`src/rtl/urx_pkg.sv`:
```
package urx_pkg;
    localparam int OVS_TICKS   = 8;
    localparam int FIRST_WAIT  = 12;
    localparam int DATA_BITS   = 8;
    localparam int WORD_W      = 32;
    localparam int DIV_INT_W   = 16;
    localparam int DIV_FRAC_W  = 8;
    localparam int FIFO_DEPTH  = 8;

    typedef enum logic [1:0] {
        ST_IDLE,
        ST_DATA,
        ST_STOP,
        ST_HOLD
    } rx_state_e;

    typedef struct packed {
        logic              valid;
        logic [WORD_W-1:0] word;
    } rx_push_t;

    function automatic logic [WORD_W-1:0] shift_in(logic [WORD_W-1:0] sr, logic b);
        return {b, sr[WORD_W-1:1]};
    endfunction
endpackage

```
`src/rtl/urx_tick_gen.sv`:
```
module urx_tick_gen #(
    parameter int INT_W  = urx_pkg::DIV_INT_W,
    parameter int FRAC_W = urx_pkg::DIV_FRAC_W
) (
    input  logic              clk,
    input  logic              rst,
    input  logic [INT_W-1:0]  div_int,
    input  logic [FRAC_W-1:0] div_frac,
    output logic              tick
);
    localparam int DW = INT_W + FRAC_W;
    localparam logic [DW:0] ONE = {{INT_W{1'b0}}, 1'b1, {FRAC_W{1'b0}}};

    logic [DW:0] acc;
    logic [DW:0] sum;
    logic [DW:0] div_eff;

    always_comb begin
        div_eff = {1'b0, div_int, div_frac};
        if (div_eff < ONE) div_eff = ONE;
        sum = acc + ONE;
    end

    always_ff @(posedge clk) begin
        if (rst) begin
            acc  <= '0;
            tick <= 1'b0;
        end else if (sum >= div_eff) begin
            acc  <= sum - div_eff;
            tick <= 1'b1;
        end else begin
            acc  <= sum;
            tick <= 1'b0;
        end
    end

    // once a tick fires, the remainder left in the accumulator is below one divisor
    assert_acc_below_div_R1: assert property (@(posedge clk) disable iff (rst)
        (tick && $stable(div_int) && $stable(div_frac)) |-> (acc < div_eff));
endmodule

```
`src/rtl/urx_frame.sv`:
```
module urx_frame
    import urx_pkg::*;
(
    input  logic     clk,
    input  logic     rst,
    input  logic     tick,
    input  logic     rxd,
    output rx_push_t push,
    output logic     err_evt
);
    localparam int CW = $clog2(FIRST_WAIT);
    localparam int BW = $clog2(DATA_BITS + 1);

    logic              rx_meta, rx_s;
    rx_state_e         state;
    logic [CW-1:0]     cnt;
    logic [BW-1:0]     nbits;
    logic [WORD_W-1:0] sr;

    always_ff @(posedge clk) begin
        if (rst) begin
            rx_meta <= 1'b1;
            rx_s    <= 1'b1;
        end else begin
            rx_meta <= rxd;
            rx_s    <= rx_meta;
        end
    end

    always_ff @(posedge clk) begin
        if (rst) begin
            state   <= ST_IDLE;
            cnt     <= '0;
            nbits   <= '0;
            sr      <= '0;
            push    <= '0;
            err_evt <= 1'b0;
        end else begin
            push.valid <= 1'b0;
            err_evt    <= 1'b0;
            if (tick) begin
                unique case (state)
                    ST_IDLE: if (!rx_s) begin
                        state <= ST_DATA;
                        cnt   <= CW'(FIRST_WAIT - 1);
                        nbits <= '0;
                        sr    <= '0;
                    end
                    ST_DATA: if (cnt == '0) begin
                        sr    <= shift_in(sr, rx_s);
                        cnt   <= CW'(OVS_TICKS - 1);
                        nbits <= nbits + 1'b1;
                        if (nbits == BW'(DATA_BITS - 1)) state <= ST_STOP;
                    end else begin
                        cnt <= cnt - 1'b1;
                    end
                    ST_STOP: if (cnt == '0) begin
                        if (rx_s) begin
                            push.valid <= 1'b1;
                            push.word  <= sr;
                            state      <= ST_IDLE;
                        end else begin
                            err_evt <= 1'b1;
                            state   <= ST_HOLD;
                        end
                    end else begin
                        cnt <= cnt - 1'b1;
                    end
                    ST_HOLD: if (rx_s) state <= ST_IDLE;
                    default: state <= ST_IDLE;
                endcase
            end
        end
    end

    assert_word_low_zero_R4: assert property (@(posedge clk) disable iff (rst)
        push.valid |-> (push.word[WORD_W-DATA_BITS-1:0] == '0));
    assert_bitcount_bound_R4: assert property (@(posedge clk) disable iff (rst)
        nbits <= BW'(DATA_BITS));
    assert_single_push_R5: assert property (@(posedge clk) disable iff (rst)
        push.valid |=> !push.valid);
    assert_no_push_in_hold_R6: assert property (@(posedge clk) disable iff (rst)
        (state == ST_HOLD) |-> !push.valid);
endmodule

```
`src/rtl/urx_fifo.sv`:
```
module urx_fifo #(
    parameter int W     = urx_pkg::WORD_W,
    parameter int DEPTH = urx_pkg::FIFO_DEPTH
) (
    input  logic         clk,
    input  logic         rst,
    input  logic         wr,
    input  logic [W-1:0] wdata,
    input  logic         rd,
    output logic [W-1:0] rdata,
    output logic         empty,
    output logic         ovf_evt
);
    localparam int AW = $clog2(DEPTH);

    logic [W-1:0]  mem [DEPTH];
    logic [AW-1:0] wp, rp;
    logic [AW:0]   count;
    logic          full, do_wr, do_rd;

    assign full    = (count == (AW+1)'(DEPTH));
    assign empty   = (count == '0);
    assign do_wr   = wr && !full;
    assign do_rd   = rd && !empty;
    assign ovf_evt = wr && full;
    assign rdata   = mem[rp];

    always_ff @(posedge clk) begin
        if (do_wr) mem[wp] <= wdata;
    end

    always_ff @(posedge clk) begin
        if (rst) begin
            wp    <= '0;
            rp    <= '0;
            count <= '0;
        end else begin
            if (do_wr) wp <= wp + 1'b1;
            if (do_rd) rp <= rp + 1'b1;
            count <= count + (AW+1)'(do_wr) - (AW+1)'(do_rd);
        end
    end

    assert_count_bound_R9: assert property (@(posedge clk) disable iff (rst)
        count <= (AW+1)'(DEPTH));
    assert_empty_read_ignored_R9: assert property (@(posedge clk) disable iff (rst)
        (rd && empty && !wr) |=> empty);
    assert_full_drop_R10: assert property (@(posedge clk) disable iff (rst)
        (wr && full && !rd) |=> full);
endmodule

```
`src/rtl/uart8x_rx.sv`:
```
module uart8x_rx
    import urx_pkg::*;
(
    input  logic                  clk,
    input  logic                  rst,
    input  logic                  rxd_i,
    input  logic [DIV_INT_W-1:0]  div_int_i,
    input  logic [DIV_FRAC_W-1:0] div_frac_i,
    input  logic                  rd_en_i,
    output logic [WORD_W-1:0]     rd_data_o,
    output logic                  empty_o,
    output logic                  frame_err_o,
    input  logic                  frame_clr_i,
    output logic                  overflow_o,
    input  logic                  overflow_clr_i
);
    logic     tick;
    rx_push_t push;
    logic     err_evt;
    logic     ovf_evt;

    urx_tick_gen #(.INT_W(DIV_INT_W), .FRAC_W(DIV_FRAC_W)) u_tick (
        .clk(clk), .rst(rst), .div_int(div_int_i), .div_frac(div_frac_i), .tick(tick)
    );

    urx_frame u_frame (
        .clk(clk), .rst(rst), .tick(tick), .rxd(rxd_i), .push(push), .err_evt(err_evt)
    );

    urx_fifo #(.W(WORD_W), .DEPTH(FIFO_DEPTH)) u_fifo (
        .clk(clk), .rst(rst), .wr(push.valid), .wdata(push.word), .rd(rd_en_i),
        .rdata(rd_data_o), .empty(empty_o), .ovf_evt(ovf_evt)
    );

    always_ff @(posedge clk) begin
        if (rst) begin
            frame_err_o <= 1'b0;
            overflow_o  <= 1'b0;
        end else begin
            if (err_evt)          frame_err_o <= 1'b1;
            else if (frame_clr_i) frame_err_o <= 1'b0;
            if (ovf_evt)             overflow_o <= 1'b1;
            else if (overflow_clr_i) overflow_o <= 1'b0;
        end
    end

    assert_frame_err_sticky_R7: assert property (@(posedge clk) disable iff (rst)
        (frame_err_o && !frame_clr_i) |=> frame_err_o);
    assert_frame_set_wins_R7: assert property (@(posedge clk) disable iff (rst)
        err_evt |=> frame_err_o);
    assert_overflow_sticky_R10: assert property (@(posedge clk) disable iff (rst)
        (overflow_o && !overflow_clr_i) |=> overflow_o);
    assert_no_push_with_error_R6: assert property (@(posedge clk) disable iff (rst)
        !(err_evt && push.valid));
endmodule

```
`config.mk`:
```
export PLATFORM = sky130hd
export DESIGN_NAME = uart8x_rx
export DESIGN_NICKNAME = d
export VERILOG_FILES = /design/src/rtl/urx_pkg.sv /design/src/rtl/urx_tick_gen.sv /design/src/rtl/urx_frame.sv /design/src/rtl/urx_fifo.sv /design/src/rtl/uart8x_rx.sv
export SDC_FILE = /design/constraint.sdc
export NUM_CORES = 1
export LEC_CHECK = 0
export BUFFER_PORTS_ARGS = -buffer_cell sky130_fd_sc_hd__buf_4
export CORE_MARGIN = 4
export CORE_UTILIZATION = 30
export CTS_CLUSTER_DIAMETER = 100
export DETAILED_ROUTE_END_ITERATION = 7
export PLACE_DENSITY = 0.54
export SETUP_SLACK_MARGIN = 0.4
export SYNTH_ARGS = -nofsm -noshare
export SYNTH_HDL_FRONTEND = slang
export SYNTH_SLANG_ARGS = --single-unit
export TNS_END_PERCENT = 100
```
`constraint.sdc`:
```
create_clock -name clk -period 5.2 [get_ports clk]
set_clock_uncertainty 0.15 [all_clocks]
set_input_delay 0.26 -clock clk [delete_from_list [all_inputs] [get_ports clk]]
set_output_delay 0.26 -clock clk [all_outputs]
set_load 0.01 [all_outputs]
```
==> impl_metrics.py, run 1 <==
metrics = {
    "outcome": {
        "status": "complete, no violations",
    },
    "grt": {
        "grt_start_max_net_pins": 77,
        "grt_pass1_wl_um": 52700,
        "grtUsageMet3_pct": 2.096,
        "gr-total-overflow": 0,
        "busiest_layer": "met2",
        "grt_pass1_vias": 9232,
        "grt_use_met2_pct": 19.39,
        "use_met1_pct": 15.97,
        "groute.usage.overall_pct": 11.77,
        "antenna_found_initial": 0,
    },
    "sta": {
        "finalCritPeriodShare_pct": 74.90,
        "maxSlewHeadroom_pct": 26.60,
        "finalCriticalPeriod_ps": 3895,
        "slew_viol_final": 0,
        "hold_viol": 0,
        "setup_tns_ps": 0,
        "setup_viol": 0,
        "worst_slack_ps": 1305,
        "max_freq_ghz": 0.2568,
        "rsz0062_at_grt": "no",
        "tightest_slew_ps": 1101,
    },
    "yosys": {
        "synth_seq_cells": 375,
        "synth_enable_flop_cells": 256,
        "ys_top_cells_by_count": "256 x edfxtp_1, 173 x nand2_1, 119 x dfxtp_1",
        "synth_top_area_cell": "edfxtp_1",
        "synthTopCellsByArea": "edfxtp_1 49%, dfxtp_1 15%, mux4_2 9.2%",
        "syn_nets": 1212,
        "ys.flop_type": "edfxtp_1",
        "syn_area_mm2": 0.01573,
        "yosysSeqAreaShare_pct": 64.04,
        "ys.warnings.count": 0,
        "synth_area_per_cell_um2": 13.79,
        "async_flop_share_pct": 0,
        "yosysTopAreaCellShare_pct": 48.89,
        "ys_types": 66,
        "netlist_instances": 1140,
        "yosysMostFrequentCell": "edfxtp_1",
    },
    "floorplanning": {
        "start_util_pct": 30.47,
        "pin_count": 65,
        "die_h_um": 236.9,
        "coreArea_mm2": 0.05161,
        "die-area_mm2": 0.05614,
        "row_count": 83,
        "die_x_um": 236.9,
    },
    "final_layout": {
        "final_net_count": 1292,
        "fin_cells": 1932,
        "num-fill-cells": 4923,
        "area_growth_syn_to_layout_pct": 16.53,
        "drive_gt1_share_pct": 20.69,
        "fin_util_pct": 35.50,
        "antennaDiodeCount": 0,
        "postLayoutCellArea_mm2": 0.01832,
    },
    "route": {
        "ant_nets": 0,
        "wl_um": 33600,
        "via_count": 9218,
        "vias_per_cell": 4.771,
        "drt-pass1-iter-count": 5,
        "drc_errors": 0,
        "drt-initial-drc-count": 645,
        "wl_per_cell_um": 17.39,
    },
    "worst_setup_path": {
        "startpoint_type": "flip-flop",
        "crit_path_max_fanout": 15,
        "path_class": "reg -> reg",
        "arrival_ps": 4130,
        "cp.required_ps": 5440,
        "cp-end-kind": "flip-flop",
    },
    "placement": {
        "dp_slack_ps": 1295,
        "placed_cell_area_mm2": 0.01707,
        "dp_cells": 1855,
        "dp_hpwl_um": 20070,
        "io_buffers": 64,
        "gp_congestion": 0.8283,
    },
    "clocking": {
        "numCtsBuffers": 40,
        "postCtsResizedCells": 0,
        "ctsHoldBuffers": 3,
        "cts_setup_buffers": 0,
        "htreeDepth": 2,
        "clk_latency_ps": 550,
        "cts_root_buf": "clkbuf_16",
        "cts_buffer_depth": 3,
        "clk_pin_slew_ps": 60,
        "tritoncts": "done",
        "clkSinkCount": 375,
    },
    "pwr": {
        "p_per_area_mw_per_mm2": 412.2,
        "power_leakage_uw": 0.006221,
        "ir_drop_mv": 0.2267,
    },
    "flow_run": {
        "max_cap_violations": 0,
    },
    "min_path": {
        "hold_path.class": "in -> reg",
    },
}
[layout make-up]
class | instances | area (um^2) | area share [%]
clock buffer | 59 | 1114 | 6.077
inverter | 35 | 131.4 | 0.7170
sequential | 375 | 10080 | 54.99
timing repair buffer | 87 | 660.6 | 3.605
multi-input combinational | 681 | 5383 | 29.38
tap | 680 | 850.8 | 4.643
clock inverter | 15 | 108.9 | 0.5941
[worst max-delay path, stage by stage (launching register included)]
cell	delay (ps)
dfxtp_1	400
and4_4	280
and2_1	160
nand3_1	110
nor2_1	190
nand3_1	120
xnor2_1	160
ha_1	370
and2_1	230
nand3_1	90
nor4_1	290
a221oi_1	120
and3_1	190
o21ai_2	220
buf_4	370
mux2i_1	220
nor2_1	60
[registers in the layout (all words and copies together) (netlist names), 2 cells and up, named ones only]
register / flops
u_frame.nbits: 4
u_tick.acc: 25
u_fifo.wp: 3
u_fifo.mem: 256
u_fifo.count: 4
u_frame.sr: 32
u_frame.state: 2
u_fifo.rp: 3
u_frame.push: 33
u_frame.cnt: 4
[cell usage in the layout, fill, tap and decap left out, types with 35 or more instances in the layout]
master / count
a21oi_1: 94
buf_4: 84
dfxtp_1: 116
ha_1: 40
mux4_2: 64
clkbuf_16: 41
inv_1: 35
nand2_1: 173
edfxtp_1: 256
nor2_1: 50
[power by group]
| group | leakage [uW] | total [uW] | internal [uW] | switching [uW] |
|---|---|---|---|---|
| clock network | 0.000586 | 2640 | 1500 | 1140 |
| logic | 0.00230 | 1560 | 837 | 719 |
| registers | 0.00333 | 3360 | 3220 | 138 |
[per-stage QoR]
step | power, uW | hold slack [ps]
floorplan | 4537 | 195.6
global placement | 5004 | 247.9
detailed placement | 5017 | 247.2
CTS | 7693 | 8.819
global route | 7948 | 32.02
finish | 7553 | 37.26
[metal layers]
metal / part of all wire [%] / vias to the layer above / wire length (um)
met1: 46 / 4626 / 15510
met5: 0 / - / 0
met2: 48 / 162 / 16060
met4: 2.0 / 0 / 663
met3: 4.1 / 43 / 1374
li1: - / 4387 / -
[logic make-up after synthesis]
| group | share of synthesized area, % |
|---|---|
| DFF | 64.04 |
| and+or+nand+nor | 8.920 |
| AOI/OAI and AO/OA | 6.748 |
| muxes | 12.54 |
| buffers and inverters | 2.148 |
| adders and majority gates | 3.437 |
| xor gates and xnor gates | 2.172 |
[path summary, 6_finish.rpt]
| path | from | slack (ps) | endpoint | depth (start not counted) |
|---|---|---|---|---|
| worst max-delay path | u_tick.acc[10] | 1310 | u_tick.acc[10] | 16 |
| worst min register to register | u_frame.rx_meta | 260 | u_frame.rx_s | 1 |
| worst max register to register | u_tick.acc[10] | 1310 | u_tick.acc[10] | 16 |
| worst min-delay path | div_frac_i[0] | 40 | u_tick.acc[0] | 4 |
(Power assumes the default switching activity.)
==> run 2, diff against run 1 <==
--- a/config.mk
+++ b/config.mk
@@ -5,12 +5,13 @@
 export SDC_FILE = /design/constraint.sdc
 export NUM_CORES = 1
 export LEC_CHECK = 0
+export ABC_AREA = 1
 export BUFFER_PORTS_ARGS = -buffer_cell sky130_fd_sc_hd__buf_4
 export CORE_MARGIN = 4
 export CORE_UTILIZATION = 30
 export CTS_CLUSTER_DIAMETER = 100
 export DETAILED_ROUTE_END_ITERATION = 7
-export PLACE_DENSITY = 0.54
+export PLACE_DENSITY = 0.55
 export SETUP_SLACK_MARGIN = 0.4
 export SYNTH_ARGS = -nofsm -noshare
 export SYNTH_HDL_FRONTEND = slang
==> constraint.sdc (replaced) <==
create_clock -name clk -period 3.35 [get_ports clk]
set_clock_uncertainty 0.15 [all_clocks]
set_input_delay 0.1675 -clock clk [delete_from_list [all_inputs] [get_ports clk]]
set_output_delay 0.1675 -clock clk [all_outputs]
set_load 0.01 [all_outputs]
==> run 2 against run 1 <==
Effect of this change: critical path type unchanged; non-clock buffer count rose by 25; register-to-register slack got worse by 900 ps; synthesized cell count rose by 56%; largest cell class unchanged; area after synthesis rose by 6.7%; critical path depth rose by 5; global-route usage rose by 1.5 points; via count rose by 33%; sequential power rose by 57%.
==> impl_metrics.py, run 2 <==
metrics = {
    "sta": {
        "finalCriticalPeriod_ps": 2946,
        "finalCritPeriodShare_pct": 87.95,
        "worst_slack_ps": 403.6,
        "tightest_slew_ps": 688.3,
        "slew_viol_final": 0,
        "setup_tns_ps": 0,
        "max_freq_ghz": 0.3394,
        "maxSlewHeadroom_pct": 54.11,
        "rsz0062_at_grt": "yes",
        "setup_viol": 0,
        "hold_viol": 0,
    },
    "grt": {
        "groute.usage.overall_pct": 13.27,
        "gr-total-overflow": 0,
        "antenna_found_initial": 0,
        "grt_pass1_vias": 12150,
        "grt_pass1_wl_um": 64780,
        "grt_start_max_net_pins": 85,
    },
    "worst_setup_path": {
        "arrival_ps": 3270,
        "cp.required_ps": 3680,
        "path_class": "reg -> reg",
        "cp-end-kind": "flip-flop",
        "startpoint_type": "flip-flop",
        "crit_path_max_fanout": 6,
    },
    "yosys": {
        "netlist_instances": 1777,
        "yosysMostFrequentCell": "nor2_1",
        "synth_seq_cells": 375,
        "syn_area_mm2": 0.01678,
        "ys_types": 43,
        "syn_nets": 1849,
        "async_flop_share_pct": 0,
        "yosysSeqAreaShare_pct": 59.99,
        "synthTopCellsByArea": "edfxtp_1 46%, dfxtp_1 14%, nor2_1 8.2%",
        "ys.flop_type": "edfxtp_1",
        "synth_enable_flop_cells": 256,
        "ys.warnings.count": 0,
        "yosysTopAreaCellShare_pct": 45.80,
        "ys_top_cells_by_count": "365 x nor2_1, 256 x edfxtp_1, 235 x nand2_1",
        "synth_top_area_cell": "edfxtp_1",
        "synth_area_per_cell_um2": 9.446,
    },
    "clocking": {
        "tritoncts": "done",
        "clkSinkCount": 375,
        "clk_latency_ps": 550,
        "htreeDepth": 2,
        "cts_buffer_depth": 3,
        "cts_root_buf": "clkbuf_16",
        "numCtsBuffers": 40,
        "clk_pin_slew_ps": 60,
    },
    "outcome": {
        "status": "complete, no violations",
    },
    "route": {
        "vias_per_cell": 4.640,
        "drt-initial-drc-count": 679,
        "ant_nets": 0,
        "via_count": 12220,
        "wl_per_cell_um": 15.36,
        "drt-pass1-iter-count": 5,
        "drc_errors": 0,
        "wl_um": 40460,
    },
    "final_layout": {
        "drive_gt1_share_pct": 14.37,
        "area_growth_syn_to_layout_pct": 20.28,
        "final_net_count": 1927,
        "final_common_cell": "nor2_1",
        "num-fill-cells": 5493,
        "top_register": "u_fifo.mem",
        "final_cell_mix": "343 x nor2_1, 256 x edfxtp_1, 219 x nand2_1, 183 x inv_1, 179 x o21ai_0",
        "top_regs": "u_fifo.mem (256), u_frame.push (33), u_frame.sr (32)",
        "antennaDiodeCount": 0,
        "largest_register_ff_count": 256,
    },
    "floorplanning": {
        "start_util_pct": 30.41,
        "die-area_mm2": 0.05980,
        "coreArea_mm2": 0.05520,
        "die_x_um": 244.5,
        "pin_count": 65,
        "row_count": 86,
        "die_h_um": 244.5,
    },
    "pwr": {
        "power_leakage_uw": 0.007464,
        "p_total_uw": 13840,
        "p_per_area_mw_per_mm2": 685.5,
        "ir_drop_mv": 0.3376,
    },
    "placement": {
        "dp_hpwl_um": 24890,
        "dp_slack_ps": 92.78,
        "io_buffers": 64,
        "gp_congestion": 0.9054,
    },
    "min_path": {
        "hold_path.class": "in -> reg",
    },
    "flow_run": {
        "max_cap_violations": 0,
    },
}
run 2: final timing paths:
kind	start	to	slack, ps	cells after the start
setup / recovery	u_tick.acc[8]	u_tick.acc[2]	400	21
hold / removal	div_frac_i[1]	u_tick.acc[1]	80	5
setup reg to reg	u_tick.acc[8]	u_tick.acc[2]	400	21
hold reg to reg	u_frame.rx_meta	u_frame.rx_s	260	1
run 2: metrics by stage:
| step | instance area (um^2) | util, % | hold slack [ps] | instances |
|---|---|---|---|---|
| finish | 20190 | 36.57 | 78.20 | 2634 |
| global route | 20190 | 36.57 | 114.1 | 2634 |
| CTS | 20030 | 36.28 | 37.69 | 2632 |
| detailed placement | 18330 | 33.21 | 238.5 | 2541 |
| global placement | 18330 | 33.21 | 241.4 | 2541 |
| floorplan | 16780 | - | 121.3 | 1777 |
run 2: worst max-delay path, stage by stage (launching register included):
cell and delay, ps:
dfxtp_2 370, ha_4 150, nand2_4 80, nor3_4 260, nand3_4 150, nor2_2 140, nand2_1 70, nand2_2 90
inv_2 50, ha_4 300, nand2_4 70, nor2_4 120, inv_2 50, nor2_4 110, a21oi_2 70, nand2_4 80
nor2_8 40, buf_12 150, clkbuf_16 150, nand3b_1 80, nand2_1 50, nor2_1 100
run 2: what timing repair did:
action                                  in CTS  in global routing
gates resized for setup                     42                 42
hold buffers                                 8                  0
endpoints found under the setup margin      26                 35
cloned                                       3                  1
pin swaps                                   10                 19
endpoints found under the hold margin       23                  0
buffers inserted                             7                  1
run 2: cell families after synthesis:
kind of cell,Yosys count,share of synthesized area [%]
buf+inv,273,6.388
flops,375,59.99
xor+xnor,28,1.461
fa+ha+maj,42,3.220
simple gates,710,17.44
compound gates,349,11.50
run 2: metal layers:
layer | wire [um] | GRT usage (%)
met1 | 18300 | 17.30
met2 | 19710 | 23.19
met5 | 0 | 0
met3 | 1593 | 1.941
met4 | 857 | 3.423
run 2: area by class of cell:
cell class | instances | area (um^2) | share of cell area (%)
inverter | 195 | 745.7 | 3.694
clock inverter | 21 | 209.0 | 1.035
clock buffer | 52 | 1087 | 5.385
sequential | 375 | 10080 | 49.95
multi-input combinational | 1130 | 6035 | 29.89
timing repair inverter | 1 | 11.26 | 0.05578
tap | 748 | 935.9 | 4.636
timing repair buffer | 112 | 1081 | 5.354
run 2: power by group:
part / internal [uW] / total, uW / switching, uW
Clock: 2480 / 4320 / 1830
Sequential: 5070 / 5260 / 191
Combinational: 1680 / 4270 / 2590
==> run 3, diff against run 2 <==
--- a/config.mk
+++ b/config.mk
@@ -11,7 +11,7 @@
 export CORE_UTILIZATION = 30
 export CTS_CLUSTER_DIAMETER = 100
 export DETAILED_ROUTE_END_ITERATION = 7
-export PLACE_DENSITY = 0.55
+export PLACE_DENSITY = 0.58
 export SETUP_SLACK_MARGIN = 0.4
 export SYNTH_ARGS = -nofsm -noshare
 export SYNTH_HDL_FRONTEND = slang
==> run 3 against run 2 <==
Effect of this change: final cell count down 0.19%; sequential power barely moved; first-iteration DRC count down 2.2%; critical path depth did not move; worst setup slack got worse by 32 ps; highest routed layer unchanged.
==> impl_metrics.py, run 3 (synthesized netlist as in run 2, its figures left out) <==
metrics = {
    "clocking": {
        "htreeDepth": 2,
        "cts_buffer_depth": 3,
        "clkSinkCount": 375,
        "numCtsBuffers": 39,
        "tritoncts": "done",
        "cts_root_buf": "clkbuf_16",
        "clk_pin_slew_ps": 60,
        "clk_latency_ps": 520,
    },
    "route": {
        "drc_errors": 0,
        "ant_nets": 0,
        "via_count": 12350,
        "vias_per_cell": 4.697,
        "drt-pass1-iter-count": 6,
        "wl_um": 40080,
        "drt-initial-drc-count": 664,
        "wl_per_cell_um": 15.25,
    },
    "floorplanning": {
        "die_h_um": 244.5,
        "row_count": 86,
        "coreArea_mm2": 0.05520,
        "pin_count": 65,
        "die-area_mm2": 0.05980,
        "die_x_um": 244.5,
        "start_util_pct": 30.41,
    },
    "placement": {
        "dp_hpwl_um": 24600,
        "gp_congestion": 0.9219,
        "dp_cells": 2538,
        "io_buffers": 64,
    },
    "sta": {
        "setup_viol": 0,
        "maxSlewHeadroom_pct": 51.04,
        "max_freq_ghz": 0.3357,
        "slew_viol_final": 0,
        "finalCritPeriodShare_pct": 88.92,
        "finalCriticalPeriod_ps": 2979,
        "setup_tns_ps": 0,
        "rsz0062_at_grt": "yes",
        "hold_viol": 0,
        "tightest_slew_ps": 733.4,
    },
    "min_path": {
        "hold_path.class": "in -> reg",
        "holdPathEnd": "u_tick.acc[1]",
        "hold_depth": 5,
        "min-delay-start": "div_frac_i[1]",
    },
    "worst_setup_path": {
        "slowest_delay_ps": 370,
        "rr_endpoint": "u_tick.acc[8]",
        "path_class": "reg -> reg",
        "cp_slowest_cell": "dfxtp_4",
        "r2r_slack_ps": 370,
        "worst_path_dominant_cell_family": "simple AND/OR/NAND/NOR gates",
        "arrival_ps": 3240,
        "cp_common_cell": "nand2_1",
        "r2r-start": "u_tick.acc[8]",
        "startpoint_type": "flip-flop",
        "path_buf_inv": 4,
        "cp.required_ps": 3610,
        "crit_path_cell_trace": "ha_4, nand2_4, nor3_4, nand3_2, xor2_2, inv_2, ha_4, nand2_2, nand2_2, inv_1, nand2_1, nand2_1, nand2_1, nand2_1, nand2_2, nor2_8, buf_12, nand2_8, clkinv_8, nor2_2, nor2_1",
        "cp-end-kind": "flip-flop",
        "crit_path_max_fanout": 6,
        "reg2reg_depth": 21,
    },
    "final_layout": {
        "final_common_cell": "nor2_1",
        "antennaDiodeCount": 0,
        "drive_gt1_share_pct": 14.25,
        "largest_register_ff_count": 256,
        "top_register": "u_fifo.mem",
        "top_regs": "u_fifo.mem (256), u_frame.push (33), u_frame.sr (32)",
        "final_cell_mix": "339 x nor2_1, 256 x edfxtp_1, 224 x nand2_1, 185 x inv_1, 179 x o21ai_0",
        "area_growth_syn_to_layout_pct": 20.22,
        "fin_cells": 2629,
        "final_net_count": 1924,
    },
    "pwr": {
        "power_leakage_uw": 0.007490,
        "ir_drop_mv": 0.3486,
        "p_per_area_mw_per_mm2": 685.5,
        "pwr-share-comb_pct": 31.5,
        "total_switching_power_uw": 4527,
        "p_int_uw": 9307,
        "switching_share_pct": 32.72,
        "seqPwrFrac_pct": 37.9,
        "p_clk_share_pct": 30.5,
    },
    "grt": {
        "gr-total-overflow": 0,
        "grt_pass1_wl_um": 63780,
        "grt_start_max_net_pins": 68,
        "grt_pass1_vias": 12130,
        "antenna_found_initial": 0,
        "groute.usage.overall_pct": 13.02,
    },
    "outcome": {
        "status": "complete, no violations",
    },
    "flow_run": {
        "max_cap_violations": 0,
    },
}
[run 3: cell count changes in the layout (fill, tap and decap cells not counted), sizes merged]
cell      change
inv           -4
buf           -3
bufinv        +2
clkinvlp      -4
bufbuf        +1
clkinv        +3
[run 3: per-stage QoR]
stage | hold WS (ps) | instance area (um^2) | worst slack, ps | utilization (%) | total power [uW]
floorplan | 121.3 | 16780 | 483.5 | - | 7945
global placement | 227.3 | 18310 | 158.1 | 33.17 | 9156
detailed placement | 227.8 | 18310 | 50.10 | 33.17 | 9218
CTS | 64.23 | 19940 | 400.2 | 36.12 | 13730
global route | 108.5 | 20180 | 226.9 | 36.56 | 14660
finish | 89.64 | 20180 | 371.2 | 36.56 | 13830
[run 3: repair_timing]
item / CTS / global route
endpoints found under the hold margin: 21 / 0
resized for setup: 47 / 52
hold buffers: 8 / 0
buffers inserted: 6 / 3
pin swaps: 14 / 25
setup endpoints to repair: 26 / 33
cloned: 1 / 3
[run 3: tightest hold or removal path, stage by stage]
cell     delay (ps)
buf_4           110
nand2_1         130
fa_1            180
nor2_1           50
nor2_1           80
[run 3: power by group through the flow]
stage | sequential (uW) | combinational, uW | clock [uW]
floorplan | 5240 | 2710 | 0
finish | 5250 | 4360 | 4220
CTS | 5240 | 4140 | 4350
detailed placement | 5310 | 3900 | 0
global route | 5270 | 4870 | 4520
global placement | 5310 | 3850 | 0
[run 3: worst max path at each step]
| stage | start | endpoint | slack [ps] | depth (start not counted) |
|---|---|---|---|---|
| 5_1_grt | u_tick.acc[8] | u_tick.acc[5] | 230 | 21 |
| 4_1_cts | u_tick.acc[8] | u_tick.acc[2] | 400 | 19 |
| 6_report | u_tick.acc[8] | u_tick.acc[8] | 370 | 21 |
| 2_1_floorplan | u_fifo.count[2] | u_fifo.mem[0][0] | 480 | 7 |
| 3_5_place_dp | u_tick.acc[8] | u_tick.acc[2] | 50 | 20 |
| 3_3_place_gp | u_tick.acc[8] | u_tick.acc[15] | 160 | 20 |
[run 3: cell type report]
cell class / count / area (um^2)
fill: 5465 / 35020
sequential: 375 / 10090
multi-input combinational: 1130 / 6063
clock buffer: 53 / 1059
timing repair buffer: 109 / 1057
tap: 748 / 935.9
inverter: 195 / 752.0
clock inverter: 17 / 190.2
timing repair inverter: 2 / 32.53
[run 3: layer usage]
metal  vias up  routed length, um  track usage (%)
met1      5899              18050            16.76
met3        61               1553            1.897
met5         -                  0                0
met2       247              19530            22.90
li1       6141                  -                -
met4         0                948            3.658
